`config.mk`:
```
export PLATFORM = sky130hd
export DESIGN_NAME = spi_burst_slave
export DESIGN_NICKNAME = d
export VERILOG_FILES = /design/src/rtl/spi_burst_pkg.sv /design/src/rtl/spi_pin_sync.sv /design/src/rtl/spi_cmd_ctrl.sv /design/src/rtl/spi_tx_shift.sv /design/src/rtl/spi_burst_slave.sv
export SDC_FILE = /design/constraint.sdc
export NUM_CORES = 1
export LEC_CHECK = 0
export ABC_AREA = 1
export BUFFER_PORTS_ARGS = -buffer_cell sky130_fd_sc_hd__buf_2
export CORE_MARGIN = 2
export CORE_UTILIZATION = 57
export CTS_CLUSTER_SIZE = 20
export DETAILED_ROUTE_END_ITERATION = 7
export GPL_TIMING_DRIVEN = 1
export PLACE_DENSITY = 0.79
export RECOVER_POWER = 100
export SLEW_MARGIN = 20
export SYNTH_ARGS = -nofsm -noshare
export SYNTH_HDL_FRONTEND = slang
export SYNTH_SLANG_ARGS = --single-unit
```
`constraint.sdc`:
```
create_clock -name clk -period 1.59 [get_ports clk]
set_input_delay 0.0795 -clock clk [delete_from_list [all_inputs] [get_ports clk]]
set_output_delay 0.0795 -clock clk [all_outputs]
set_load 0.1 [all_outputs]
```
`src/rtl/spi_burst_pkg.sv`:
```
package spi_burst_pkg;
  localparam int ADDR_W = 7;

  typedef enum logic [1:0] {PH_CMD, PH_WR, PH_RD} phase_e;
  typedef enum logic [1:0] {SP_NONE, SP_RAM, SP_REG} space_e;
endpackage

```
`src/rtl/spi_pin_sync.sv`:
```
module spi_pin_sync #(
  parameter int STAGES = 2
) (
  input  logic clk,
  input  logic rst_n,
  input  logic bus_off,
  input  logic cs_n,
  input  logic sclk,
  input  logic mosi,
  output logic srst_n,
  output logic active,
  output logic rise,
  output logic fall,
  output logic mosi_s
);
  logic [1:0]        rst_pipe;
  logic [STAGES-1:0] cs_pipe, sclk_pipe, mosi_pipe;
  logic              sclk_prev_q, armed_q, armed_d;
  logic              cs_s, sclk_s;

  // reset: asserted at once, released on a clock edge
  always_ff @(posedge clk or negedge rst_n) begin
    if (!rst_n) rst_pipe <= 2'b00;
    else        rst_pipe <= {rst_pipe[0], 1'b1};
  end
  assign srst_n = rst_pipe[1];

  always_ff @(posedge clk or negedge srst_n) begin
    if (!srst_n) begin
      cs_pipe   <= '1;
      sclk_pipe <= '1;
      mosi_pipe <= '0;
    end else begin
      cs_pipe   <= {cs_pipe[STAGES-2:0], cs_n};
      sclk_pipe <= {sclk_pipe[STAGES-2:0], sclk};
      mosi_pipe <= {mosi_pipe[STAGES-2:0], mosi};
    end
  end

  assign cs_s   = cs_pipe[STAGES-1];
  assign sclk_s = sclk_pipe[STAGES-1];
  assign mosi_s = mosi_pipe[STAGES-1];

  // re-arm only after chip select is seen high with the bus enabled
  always_comb begin
    armed_d = armed_q;
    if (bus_off)   armed_d = 1'b0;
    else if (cs_s) armed_d = 1'b1;
  end

  always_ff @(posedge clk or negedge srst_n) begin
    if (!srst_n) begin
      sclk_prev_q <= 1'b1;
      armed_q     <= 1'b0;
    end else begin
      sclk_prev_q <= sclk_s;
      armed_q     <= armed_d;
    end
  end

  assign active = armed_q & ~cs_s & ~bus_off;
  assign rise   = active & sclk_s & ~sclk_prev_q;
  assign fall   = active & ~sclk_s & sclk_prev_q;

  AST_BUS_OFF_QUIET: assert property (@(posedge clk) disable iff (!srst_n)
    bus_off |=> !active || !$past(bus_off) && !bus_off) else $error("bus_off");
  AST_EDGE_EXCL: assert property (@(posedge clk) disable iff (!srst_n)
    !(rise && fall)) else $error("edge");
endmodule

```
`src/rtl/spi_cmd_ctrl.sv`:
```
module spi_cmd_ctrl
  import spi_burst_pkg::*;
#(
  parameter int RAM_DEPTH = 96,
  parameter int REG_DEPTH = 8
) (
  input  logic              clk,
  input  logic              srst_n,
  input  logic              active,
  input  logic              rise,
  input  logic              mosi_s,
  output logic              st_en,
  output logic              st_we,
  output logic              st_ram,
  output logic [ADDR_W-1:0] st_addr,
  output logic [7:0]        st_wdata,
  output logic              rd_mode,
  output logic              ld_req,
  output logic              ld_zero
);
  localparam int REG_BASE = RAM_DEPTH;
  localparam logic [ADDR_W-1:0] RAM_LAST = ADDR_W'(RAM_DEPTH - 1);
  localparam logic [ADDR_W-1:0] REG_LAST = ADDR_W'(REG_DEPTH - 1);

  phase_e            ph_q, ph_d;
  space_e            sp_q, sp_d, dec_sp, req_sp;
  logic [ADDR_W-1:0] addr_q, addr_d, dec_addr, nxt_addr, req_addr;
  logic [6:0]        rx_q, rx_d;
  logic [2:0]        bcnt_q, bcnt_d;
  logic [7:0]        byte_w;
  logic              req_rd, req_wr;

  assign byte_w = {rx_q, mosi_s};

  // location code decode
  always_comb begin
    dec_sp   = SP_NONE;
    dec_addr = '0;
    if (int'(byte_w[6:0]) < RAM_DEPTH) begin
      dec_sp   = SP_RAM;
      dec_addr = byte_w[6:0];
    end else if (int'(byte_w[6:0]) - REG_BASE < REG_DEPTH) begin
      dec_sp   = SP_REG;
      dec_addr = ADDR_W'(int'(byte_w[6:0]) - REG_BASE);
    end
  end

  // burst increment with wrap inside the current space
  always_comb begin
    unique case (sp_q)
      SP_RAM:  nxt_addr = (addr_q == RAM_LAST) ? '0 : addr_q + 1'b1;
      SP_REG:  nxt_addr = (addr_q == REG_LAST) ? '0 : addr_q + 1'b1;
      default: nxt_addr = '0;
    endcase
  end

  always_comb begin
    ph_d     = ph_q;
    sp_d     = sp_q;
    addr_d   = addr_q;
    rx_d     = rx_q;
    bcnt_d   = bcnt_q;
    req_rd   = 1'b0;
    req_wr   = 1'b0;
    req_sp   = sp_q;
    req_addr = addr_q;
    ld_req   = 1'b0;
    if (!active) begin
      ph_d   = PH_CMD;
      bcnt_d = '0;
    end else if (rise) begin
      rx_d   = byte_w[6:0];
      bcnt_d = bcnt_q + 3'd1;
      if (bcnt_q == 3'd7) begin
        unique case (ph_q)
          PH_CMD: begin
            ph_d   = byte_w[7] ? PH_RD : PH_WR;
            sp_d   = dec_sp;
            addr_d = dec_addr;
            if (byte_w[7]) begin
              ld_req   = 1'b1;
              req_rd   = (dec_sp != SP_NONE);
              req_sp   = dec_sp;
              req_addr = dec_addr;
            end
          end
          PH_WR: begin
            req_wr = (sp_q != SP_NONE);
            addr_d = nxt_addr;
          end
          default: begin
            ld_req   = 1'b1;
            req_rd   = (sp_q != SP_NONE);
            req_addr = nxt_addr;
            addr_d   = nxt_addr;
          end
        endcase
      end
    end
  end

  always_ff @(posedge clk or negedge srst_n) begin
    if (!srst_n) begin
      ph_q   <= PH_CMD;
      sp_q   <= SP_NONE;
      addr_q <= '0;
      rx_q   <= '0;
      bcnt_q <= '0;
    end else begin
      ph_q   <= ph_d;
      sp_q   <= sp_d;
      addr_q <= addr_d;
      rx_q   <= rx_d;
      bcnt_q <= bcnt_d;
    end
  end

  assign st_en    = req_rd | req_wr;
  assign st_we    = req_wr;
  assign st_ram   = (req_sp == SP_RAM);
  assign st_addr  = req_addr;
  assign st_wdata = byte_w;
  assign rd_mode  = (ph_q == PH_RD);
  assign ld_zero  = ld_req & ~req_rd;

  AST_WRITE_IN_WR_PHASE: assert property (@(posedge clk) disable iff (!srst_n)
    st_we |-> ph_q == PH_WR && active) else $error("write phase");
  AST_ADDR_IN_SPACE: assert property (@(posedge clk) disable iff (!srst_n)
    st_en |-> (st_ram ? int'(st_addr) < RAM_DEPTH : int'(st_addr) < REG_DEPTH))
    else $error("addr range");
  AST_CMD_NO_ACCESS: assert property (@(posedge clk) disable iff (!srst_n)
    !active |-> !st_en) else $error("idle access");
endmodule

```
`src/rtl/spi_tx_shift.sv`:
```
module spi_tx_shift (
  input  logic       clk,
  input  logic       srst_n,
  input  logic       active,
  input  logic       fall,
  input  logic       rd_mode,
  input  logic       ld_req,
  input  logic       ld_zero,
  input  logic [7:0] st_rdata,
  output logic       miso,
  output logic       miso_oe
);
  logic       ld_pend_q, ld_zero_q, out_q, oe_q;
  logic       out_d, oe_d;
  logic [7:0] tx_q, tx_d;

  always_comb begin
    tx_d  = tx_q;
    out_d = out_q;
    oe_d  = oe_q;
    if (!active) begin
      oe_d  = 1'b0;
      out_d = 1'b0;
    end else if (ld_pend_q) begin
      tx_d = ld_zero_q ? 8'h00 : st_rdata;
    end else if (fall && rd_mode) begin
      out_d = tx_q[7];
      tx_d  = {tx_q[6:0], 1'b0};
      oe_d  = 1'b1;
    end
  end

  always_ff @(posedge clk or negedge srst_n) begin
    if (!srst_n) begin
      ld_pend_q <= 1'b0;
      ld_zero_q <= 1'b0;
      tx_q      <= '0;
      out_q     <= 1'b0;
      oe_q      <= 1'b0;
    end else begin
      ld_pend_q <= ld_req;
      ld_zero_q <= ld_zero;
      tx_q      <= tx_d;
      out_q     <= out_d;
      oe_q      <= oe_d;
    end
  end

  assign miso    = out_q & oe_q;
  assign miso_oe = oe_q;

  AST_OE_DROP: assert property (@(posedge clk) disable iff (!srst_n)
    !active |=> !oe_q) else $error("oe drop");
  AST_OE_READ_ONLY: assert property (@(posedge clk) disable iff (!srst_n)
    oe_q |-> rd_mode) else $error("oe phase");
  AST_LOAD_BEFORE_FALL: assert property (@(posedge clk) disable iff (!srst_n)
    ld_pend_q |-> !fall) else $error("sclk too fast");
endmodule

```
`src/rtl/spi_burst_slave.sv`:
```
module spi_burst_slave
  import spi_burst_pkg::*;
#(
  parameter int RAM_DEPTH   = 96,
  parameter int REG_DEPTH   = 8,
  parameter int SYNC_STAGES = 2
) (
  input  logic              clk,
  input  logic              rst_n,
  input  logic              bus_off,
  input  logic              spi_cs_n,
  input  logic              spi_sclk,
  input  logic              spi_mosi,
  output logic              spi_miso,
  output logic              spi_miso_oe,
  output logic              st_en,
  output logic              st_we,
  output logic              st_ram,
  output logic [ADDR_W-1:0] st_addr,
  output logic [7:0]        st_wdata,
  input  logic [7:0]        st_rdata
);
  logic srst_n, active, rise, fall, mosi_s;
  logic rd_mode, ld_req, ld_zero;

  spi_pin_sync #(.STAGES(SYNC_STAGES)) u_sync (
    .clk(clk), .rst_n(rst_n), .bus_off(bus_off), .cs_n(spi_cs_n),
    .sclk(spi_sclk), .mosi(spi_mosi), .srst_n(srst_n), .active(active),
    .rise(rise), .fall(fall), .mosi_s(mosi_s)
  );

  spi_cmd_ctrl #(.RAM_DEPTH(RAM_DEPTH), .REG_DEPTH(REG_DEPTH)) u_ctrl (
    .clk(clk), .srst_n(srst_n), .active(active), .rise(rise),
    .mosi_s(mosi_s), .st_en(st_en), .st_we(st_we), .st_ram(st_ram),
    .st_addr(st_addr), .st_wdata(st_wdata), .rd_mode(rd_mode),
    .ld_req(ld_req), .ld_zero(ld_zero)
  );

  spi_tx_shift u_tx (
    .clk(clk), .srst_n(srst_n), .active(active), .fall(fall),
    .rd_mode(rd_mode), .ld_req(ld_req), .ld_zero(ld_zero),
    .st_rdata(st_rdata), .miso(spi_miso), .miso_oe(spi_miso_oe)
  );
endmodule

```
==> summary.txt, run 1 <==
Worst setup path
  • Startpoint types: flip-flop
  • Family with the most delay on the worst path: simple AND/OR/NAND/NOR gates
  • Crit-path max FO: 5
  • Most frequent CP cell: nand2_2
  • Slowest stage delay, CP: 490 ps
  • Critical Path RT: 1510 ps
  • Slowest stage cell, crit path: dfrtp_4
  • Crit end category: output pin
  • CP cell instances: nand2_2 > inv_2 > o21ai_2 > nand3_1 > a21oi_1 > nand2_2 > nand2_8 > buf_12
  • Crit Path Class: reg -> out
  • Crit path DAT: 1950 ps
  • CP Buf/Inv Count: 2

Run status
  • Status: complete, but fails checks
  • Failing checks: negative setup slack

Pwr
  • Peak VDD IR: 1070 uV
  • Leak: between 0.0015 and 0.002 uW
  • Final Total Pwr: approximately 3000 uW
  • Cell Pwr Density: about 810 nW/um^2

Route
  • Post-DR wirelength/cell: between 15 and 20 um
  • M1 WL: 3110 um
  • Met3 wire len: slightly above 600 um
  • DRC viols: 0
  • Detail-routed via count per cell: approximately 5.9
  • DR top layer: met4
  • Starting DRT DRC Count: approximately 380
  • Router iterations before antenna repair: 5
  • Vias: roughly 2700
  • Drt total wl: just over 8000 um
  • WL met2: about 4100 um
  • DRT antenna net count: 0

Synthesis
  • Syn_nets: about 340
  • Synth Area per Inst: between 7 and 8 um^2
  • Yosys warnings: 0
  • Leading area contributor after synthesis: dfrtp_1
  • Seq/Total Area, Yosys: 0.446
  • Post-Syn Area: roughly 2400 um^2
  • Synthesis-stage register bit count: 43
  • Post-synthesis cell count: 317
  • Top-area cell type share of the netlist area: 0.392
  • Synth area leaders: dfrtp_1 (39%), nand2_1 (16%), o21ai_0 (7.2%), inv_1 (5.9%), dfstp_2 (5.4%)
  • Post-synth cell types: 31

Timing
  • Max-slew headroom: 0.426
  • Pins Over Slew Limit: 0
  • Final worst path period share: 1.27
  • Final hold viol count: 0
  • Setup ws final: -435 ps
  • Fmax achieved: between 0.4 and 0.5 GHz
  • Worst slew pin tran: 861 ps
  • RSZ-0062 raised after global routing: yes
  • Setup Skew: 8.69 ps
  • Fin crit period: 2020 ps
  • Hold slack: approximately 26 ps
  • Setup violations, final: 12

Clock tree
  • Worst-path clk slew: ~90 ps
  • CTS tree: built
  • # H-tree levels: 2
  • Total CTS buffers: 5
  • Clock Path Buffers: 2
  • Clock Tree Root: clkbuf_8
  • Total clock sinks: 43
  • Latest clock arrival within the worst-skew pair: around 300 ps

Cells and area
  • Commonest non-fill, non-tap cells in the layout: nand2_1 (85), buf_4 (47), inv_1 (33)
  • ANT cells: 0
  • Area grow syn2layout: 49.9%
  • Layout cells sized above 1: 0.424
  • Fillcell total: between 150 and 200
  • Nets: 425
  • Fin area: 3630 um^2
  • Commonest non-fill, non-tap cell in the layout: nand2_1
  • Count of non-filler cells in the finished layout: about 460

Floorplanning
  • Initial Util: 0.598
  • Die Area: 4790 um^2
  • Die Width: approximately 70 um
  • Row count: 23
  • I/O pins: 34
  • Core Footprint: roughly 4100 um^2
  • Die height: 69.2 um

Flow run
  • Max-cap viol count: 0

Global route
  • Largest net degree at the start of global routing: 25
  • First-pass GRT wire length: between 10000 and 15000 um
  • Vias in the first global route: roughly 2500
  • GRT Util Overall: 0.297
  • GRT overflow: 0
  • Initial antenna violation count: 0

Placement
  • GPL Wtd Cong: between 0.8 and 0.9
  • HPWL Detailed: between 4000 and 5000 um
  • Placed instance area: 3180 um^2
  • Dpl cells: 430
  • Port Buf Inserts: 33

Min path
  • Hold Path Class: in -> reg
[final timing paths]
| path | slack, ps | to | cells past startpoint | startpoint |
|---|---|---|---|---|
| max | -430 | st_addr[1] | 8 | u_ctrl.rx_q[5]$_DFFE_PN0P_ |
| min | 30 | u_tx.tx_q[0]$_DFFE_PN0P_ | 3 | st_rdata[0] |
| max reg2reg | -80 | u_tx.out_q$_DFFE_PN0P_ | 6 | u_sync.sclk_prev_q$_DFF_PN1_ |
| min reg2reg | 360 | u_sync.armed_q$_DFFE_PN0P_ | 1 | u_sync.rst_pipe[1]$_DFF_PN0_ |
| max in group asynchronous | 510 | u_ctrl.rx_q[5]$_DFFE_PN0P_ | 1 | u_sync.rst_pipe[1]$_DFF_PN0_ |
| min in group asynchronous | 90 | u_sync.rst_pipe[0]$_DFF_PN0_ | 2 | rst_n |
[sequential cells by signal, summed over array words and instances (netlist names)]
name,cells
u_sync.mosi_pipe,2
u_ctrl.bcnt_q,3
u_sync.rst_pipe,2
u_ctrl.rx_q,7
u_tx.ld_zero_q,1
u_ctrl.sp_q,2
u_sync.armed_q,1
u_sync.sclk_prev_q,1
u_tx.out_q,1
u_ctrl.ph_q,2
u_sync.cs_pipe,2
u_sync.sclk_pipe,2
u_tx.tx_q,8
u_ctrl.addr_q,7
u_tx.miso_oe,1
u_tx.ld_pend_q,1
[where the power goes]
group | internal (uW) | total (uW) | switching, uW
clock network | 356 | 762 | 406
logic | 214 | 940 | 727
registers | 1180 | 1250 | 66.4
[stage by stage]
| stage | util | setup TNS [ps] | setup WS [ps] |
|---|---|---|---|
| after detailed placement | 0.784 | -339 | -100 |
| final | 0.896 | -3810 | -435 |
| after global routing | 0.896 | -4560 | -502 |
| after floorplan | - | -1110 | -697 |
| after global placement | 0.784 | -155 | -63.6 |
| after CTS | 0.846 | -3080 | -343 |
[synthesized netlist by cell type (all sizes together)]
cell and instances:
nor3 7, buf 9, nand3b 1, dfrtp 38
o21ai 41, nor2 15, dfstp 5, or2 1
inv 42, o211ai 1, nand3 18, conb 1
ha 6, clkbuf 2, o2111ai 2, nand4 6
a21oi 15, nand2 107
[layout make-up]
cell class | count | area, um^2 | area share
Tap cell | 50 | 62.6 | 0.0172
Inverter | 42 | 178 | 0.0489
Clock buffer | 6 | 82.6 | 0.0227
Multi-Input combinational cell | 221 | 1400 | 0.385
Timing Repair Buffer | 92 | 791 | 0.218
Clock inverter | 2 | 13.8 | 0.00379
Sequential cell | 43 | 1110 | 0.305
[layer usage]
| layer | global-route usage | vias up |
|---|---|---|
| met4 | 0.170 | 0 |
| met3 | 0.0494 | 42 |
| li1 | - | 1195 |
| met2 | 0.494 | 178 |
| met1 | 0.365 | 1295 |
| met5 | 0 | - |
[kinds of logic after synthesis]
| group | after synthesis | synth area share |
|---|---|---|
| adders and majority gates | 6 | 0.0310 |
| AOI/OAI and AO/OA | 59 | 0.131 |
| DFF | 43 | 0.446 |
| and+or+nand+nor | 155 | 0.294 |
| buffers and inverters | 53 | 0.0970 |
| other | 1 | 0.00155 |
[worst min-delay path, delay by kind of cell]
kind / cells / cell delay (ps)
AOI/OAI and AO/OA: 1 / 80
buffers and inverters: 1 / 80
and+or+nand+nor: 1 / 60
[what timing repair did]
| action | CTS | global route |
|---|---|---|
| endpoints found under the hold margin | 6 | 0 |
| setup buffers | 3 | 10 |
| endpoints found under the setup margin | 10 | 20 |
| gates resized for setup | 22 | 36 |
| hold buffers | 5 | 0 |
| pin swaps | 12 | 19 |
No activity file was read; power rests on OpenSTA's default activity.
==> run 2: changes to the inputs <==
--- a/config.mk
+++ b/config.mk
@@ -7,6 +7,7 @@
 export LEC_CHECK = 0
 export ABC_AREA = 1
 export BUFFER_PORTS_ARGS = -buffer_cell sky130_fd_sc_hd__buf_2
+export CAP_MARGIN = 0
 export CORE_MARGIN = 2
 export CORE_UTILIZATION = 57
 export CTS_CLUSTER_SIZE = 20
==> constraint.sdc (replaced) <==
create_clock -name clk -period 1.59 [get_ports clk]
set_input_delay 0.159 -clock clk [delete_from_list [all_inputs] [get_ports clk]]
set_output_delay 0.159 -clock clk [all_outputs]
set_load 0.1 [all_outputs]
==> summary.txt, run 2 (same netlist as run 1, synthesis figures left out) <==
Cells and area
  • Fillcell total: 144 (-17%)
  • Top flop regs: u_tx.tx_q x8, u_ctrl.addr_q x7, u_ctrl.rx_q x7
  • Layout cells sized above 1: 0.448 (+0.0240)
  • Nets: 430 (+1.2%)
  • Area grow syn2layout: 54.3%
  • Commonest non-fill, non-tap cells in the layout: nand2_1 (84), buf_4 (46), inv_1 (30)
  • Top reg by flops: u_tx.tx_q
  • Commonest non-fill, non-tap cell in the layout: nand2_1
  • Max FFs per register: 8 (unchanged)
  • Multi-input gate area: 1490 um^2 (+6.2%)
  • Register area: 1110 um^2 (-0.11%)
  • ANT cells: 0 (unchanged)

Route
  • Router iterations before antenna repair: 8 (+3)
  • Vias: 3075 (+13%)
  • Post-DR wirelength/cell: 24.0 um (+33%)
  • Starting DRT DRC Count: 589 (+54%)
  • Drt total wl: 11000 um (+35%)
  • Detail-routed via count per cell: 6.67 (+12%)
  • DRC viols: 0 (unchanged)
  • DRT antenna net count: 0 (unchanged)

Timing
  • Hold slack: 129 ps (+103 ps)
  • Setup violations, final: 30 (+18)
  • Final worst path period share: 1.47 (+0.201)
  • Setup TNS: -10030 ps (-6220 ps)
  • Fmax achieved: 0.426 GHz (-14%)
  • Setup ws final: -755 ps (-320 ps)
  • Fin crit period: 2340 ps (+320 ps)
  • Worst slew pin tran: 608 ps (-252 ps)
  • Setup Skew: 12.0 ps (+3.29 ps)
  • Max-slew headroom: 0.594 (+0.168)
  • Final hold viol count: 0 (unchanged)
  • Pins Over Slew Limit: 0 (unchanged)
  • RSZ-0062 raised after global routing: yes

Pwr
  • Clk pwr share: 0.252 (-0.006)
  • Internal: 1770 uW (+0.90%)
  • Leak: 0.00178 uW (+0.85%)
  • Peak VDD IR: 921 uV (-14%)
  • Final Total Pwr: 3050 uW (+3.1%)
  • P_sw: 1280 uW (+6.4%)
  • Cell Pwr Density: 814 nW/um^2 (+0.20%)
  • Comb power frac: 0.333 (+0.015)
  • Flop pwr share: 0.416 (-0.008)
  • Sw frac: 0.419 (+0.0129)

Global route
  • Largest net degree at the start of global routing: 25 (unchanged)
  • GRT Util Overall: 0.367 (+0.0701)
  • GRT overflow: 0 (unchanged)
  • Vias in the first global route: 2855 (+14%)
  • First-pass GRT wire length: 13900 um (+22%)
  • Initial antenna violation count: 0 (unchanged)

Worst setup path
  • Critical Path RT: 1430 ps (-80 ps)
  • Crit end category: output pin
  • Crit path DAT: 2190 ps (+240 ps)
  • Crit-path max FO: 7 (+2)
  • CP cell instances: buf_4 > nor2_2 > inv_2 > o21ai_1 > a21oi_2 > nand2_2 > nand2_8 > buf_12
  • Startpoint types: flip-flop
  • Slowest stage delay, CP: 460 ps (-30 ps)
  • Slowest stage cell, crit path: dfrtp_2
  • R2r setup slk: -400 ps (-320 ps)
  • Crit Path Class: reg -> out

Floorplanning
  • Die Area: 4790 um^2 (unchanged)
  • Initial Util: 0.598 (unchanged)
  • Die Width: 69.2 um (unchanged)
  • Core Footprint: 4060 um^2 (unchanged)
  • Row count: 23 (unchanged)
  • Die height: 69.2 um (unchanged)
  • I/O pins: 34 (unchanged)

Placement
  • Port Buf Inserts: 33 (unchanged)
  • DP Worst Slack: -308 ps (-208 ps)
  • HPWL Detailed: 4820 um (+8.8%)
  • GPL Wtd Cong: 0.929 (+7.9%)

Run status
  • Status: complete, but fails checks
  • Failing checks: negative setup slack

Clock tree
  • # H-tree levels: 2 (unchanged)
  • Worst-path clk slew: 80 ps (about the same)
  • Latest clock arrival within the worst-skew pair: 320 ps (+20 ps)
  • Clock Path Buffers: 2 (unchanged)
  • CTS tree: built
  • Total clock sinks: 43 (unchanged)
  • Total CTS buffers: 5 (unchanged)
  • Clock Tree Root: clkbuf_8

Min path
  • Hold Path Class: in -> reg

Flow run
  • Max-cap viol count: 0 (unchanged)
## run 2: repair_timing
item                                    4_1_cts  5_1_grt
resized for setup                            34       27
hold buffers                                  4        0
pin swaps                                    21       19
setup buffers                                 7        3
endpoints found under the setup margin       10       28
endpoints found under the hold margin         5        0
gates cloned                                  1        1
## run 2: critical path: cells and delay by family (launching register included)
| kind | cells | cell delay (ps) |
|---|---|---|
| AO/OA/AOI/OAI | 2 | 560 |
| buffers and inverters | 3 | 480 |
| flip-flops | 1 | 460 |
| AND/OR/NAND/NOR | 3 | 370 |
## run 2: cell type report
| class | count | area share |
|---|---|---|
| clock inverter | 2 | 0.00368 |
| multi-input combinational | 222 | 0.397 |
| tap | 50 | 0.0167 |
| timing repair inverter | 1 | 0.00234 |
| inverter | 42 | 0.0455 |
| clock buffer | 6 | 0.0221 |
| timing repair buffer | 95 | 0.217 |
| sequential | 43 | 0.296 |
## run 2: per-layer routing
layer / wire [um] / global-route usage
met1: 3600 / 0.429
met2: 4910 / 0.611
met3: 1500 / 0.0945
met4: 1030 / 0.209
met5: 0 / 0
## run 2: metrics by stage
stage,cells,instance area (um^2),utilization
after floorplan,317,2660,-
after detailed placement,437,3310,0.816
after global placement,437,3310,0.816
after CTS,457,3650,0.900
final,461,3740,0.922
after global routing,461,3740,0.922
## run 2: path summary, 6_finish.rpt
kind | from | endpoint | depth (start not counted)
setup / recovery | u_ctrl.ph_q[1]$_DFFE_PN0P_ | st_addr[0] | 8
hold / removal | bus_off | u_sync.armed_q$_DFFE_PN0P_ | 2
setup reg to reg | u_sync.cs_pipe[1]$_DFF_PN1_ | u_tx.tx_q[7]$_DFFE_PN0P_ | 7
hold reg to reg | u_sync.rst_pipe[1]$_DFF_PN0_ | u_tx.miso_oe$_DFFE_PN0P_ | 1
max in group asynchronous | u_sync.rst_pipe[1]$_DFF_PN0_ | u_ctrl.ph_q[0]$_DFFE_PN0P_ | 2
min in group asynchronous | rst_n | u_sync.rst_pipe[1]$_DFF_PN0_ | 2
## run 2: power groups by stage
stage                     combinational [uW]  clock (uW)  sequential, uW
after global placement                   859           0            1260
after floorplan                          256           0            1640
after CTS                                908         768            1250
final                                   1010         766            1270
after global routing                    1030         795            1270
after detailed placement                 879           0            1270
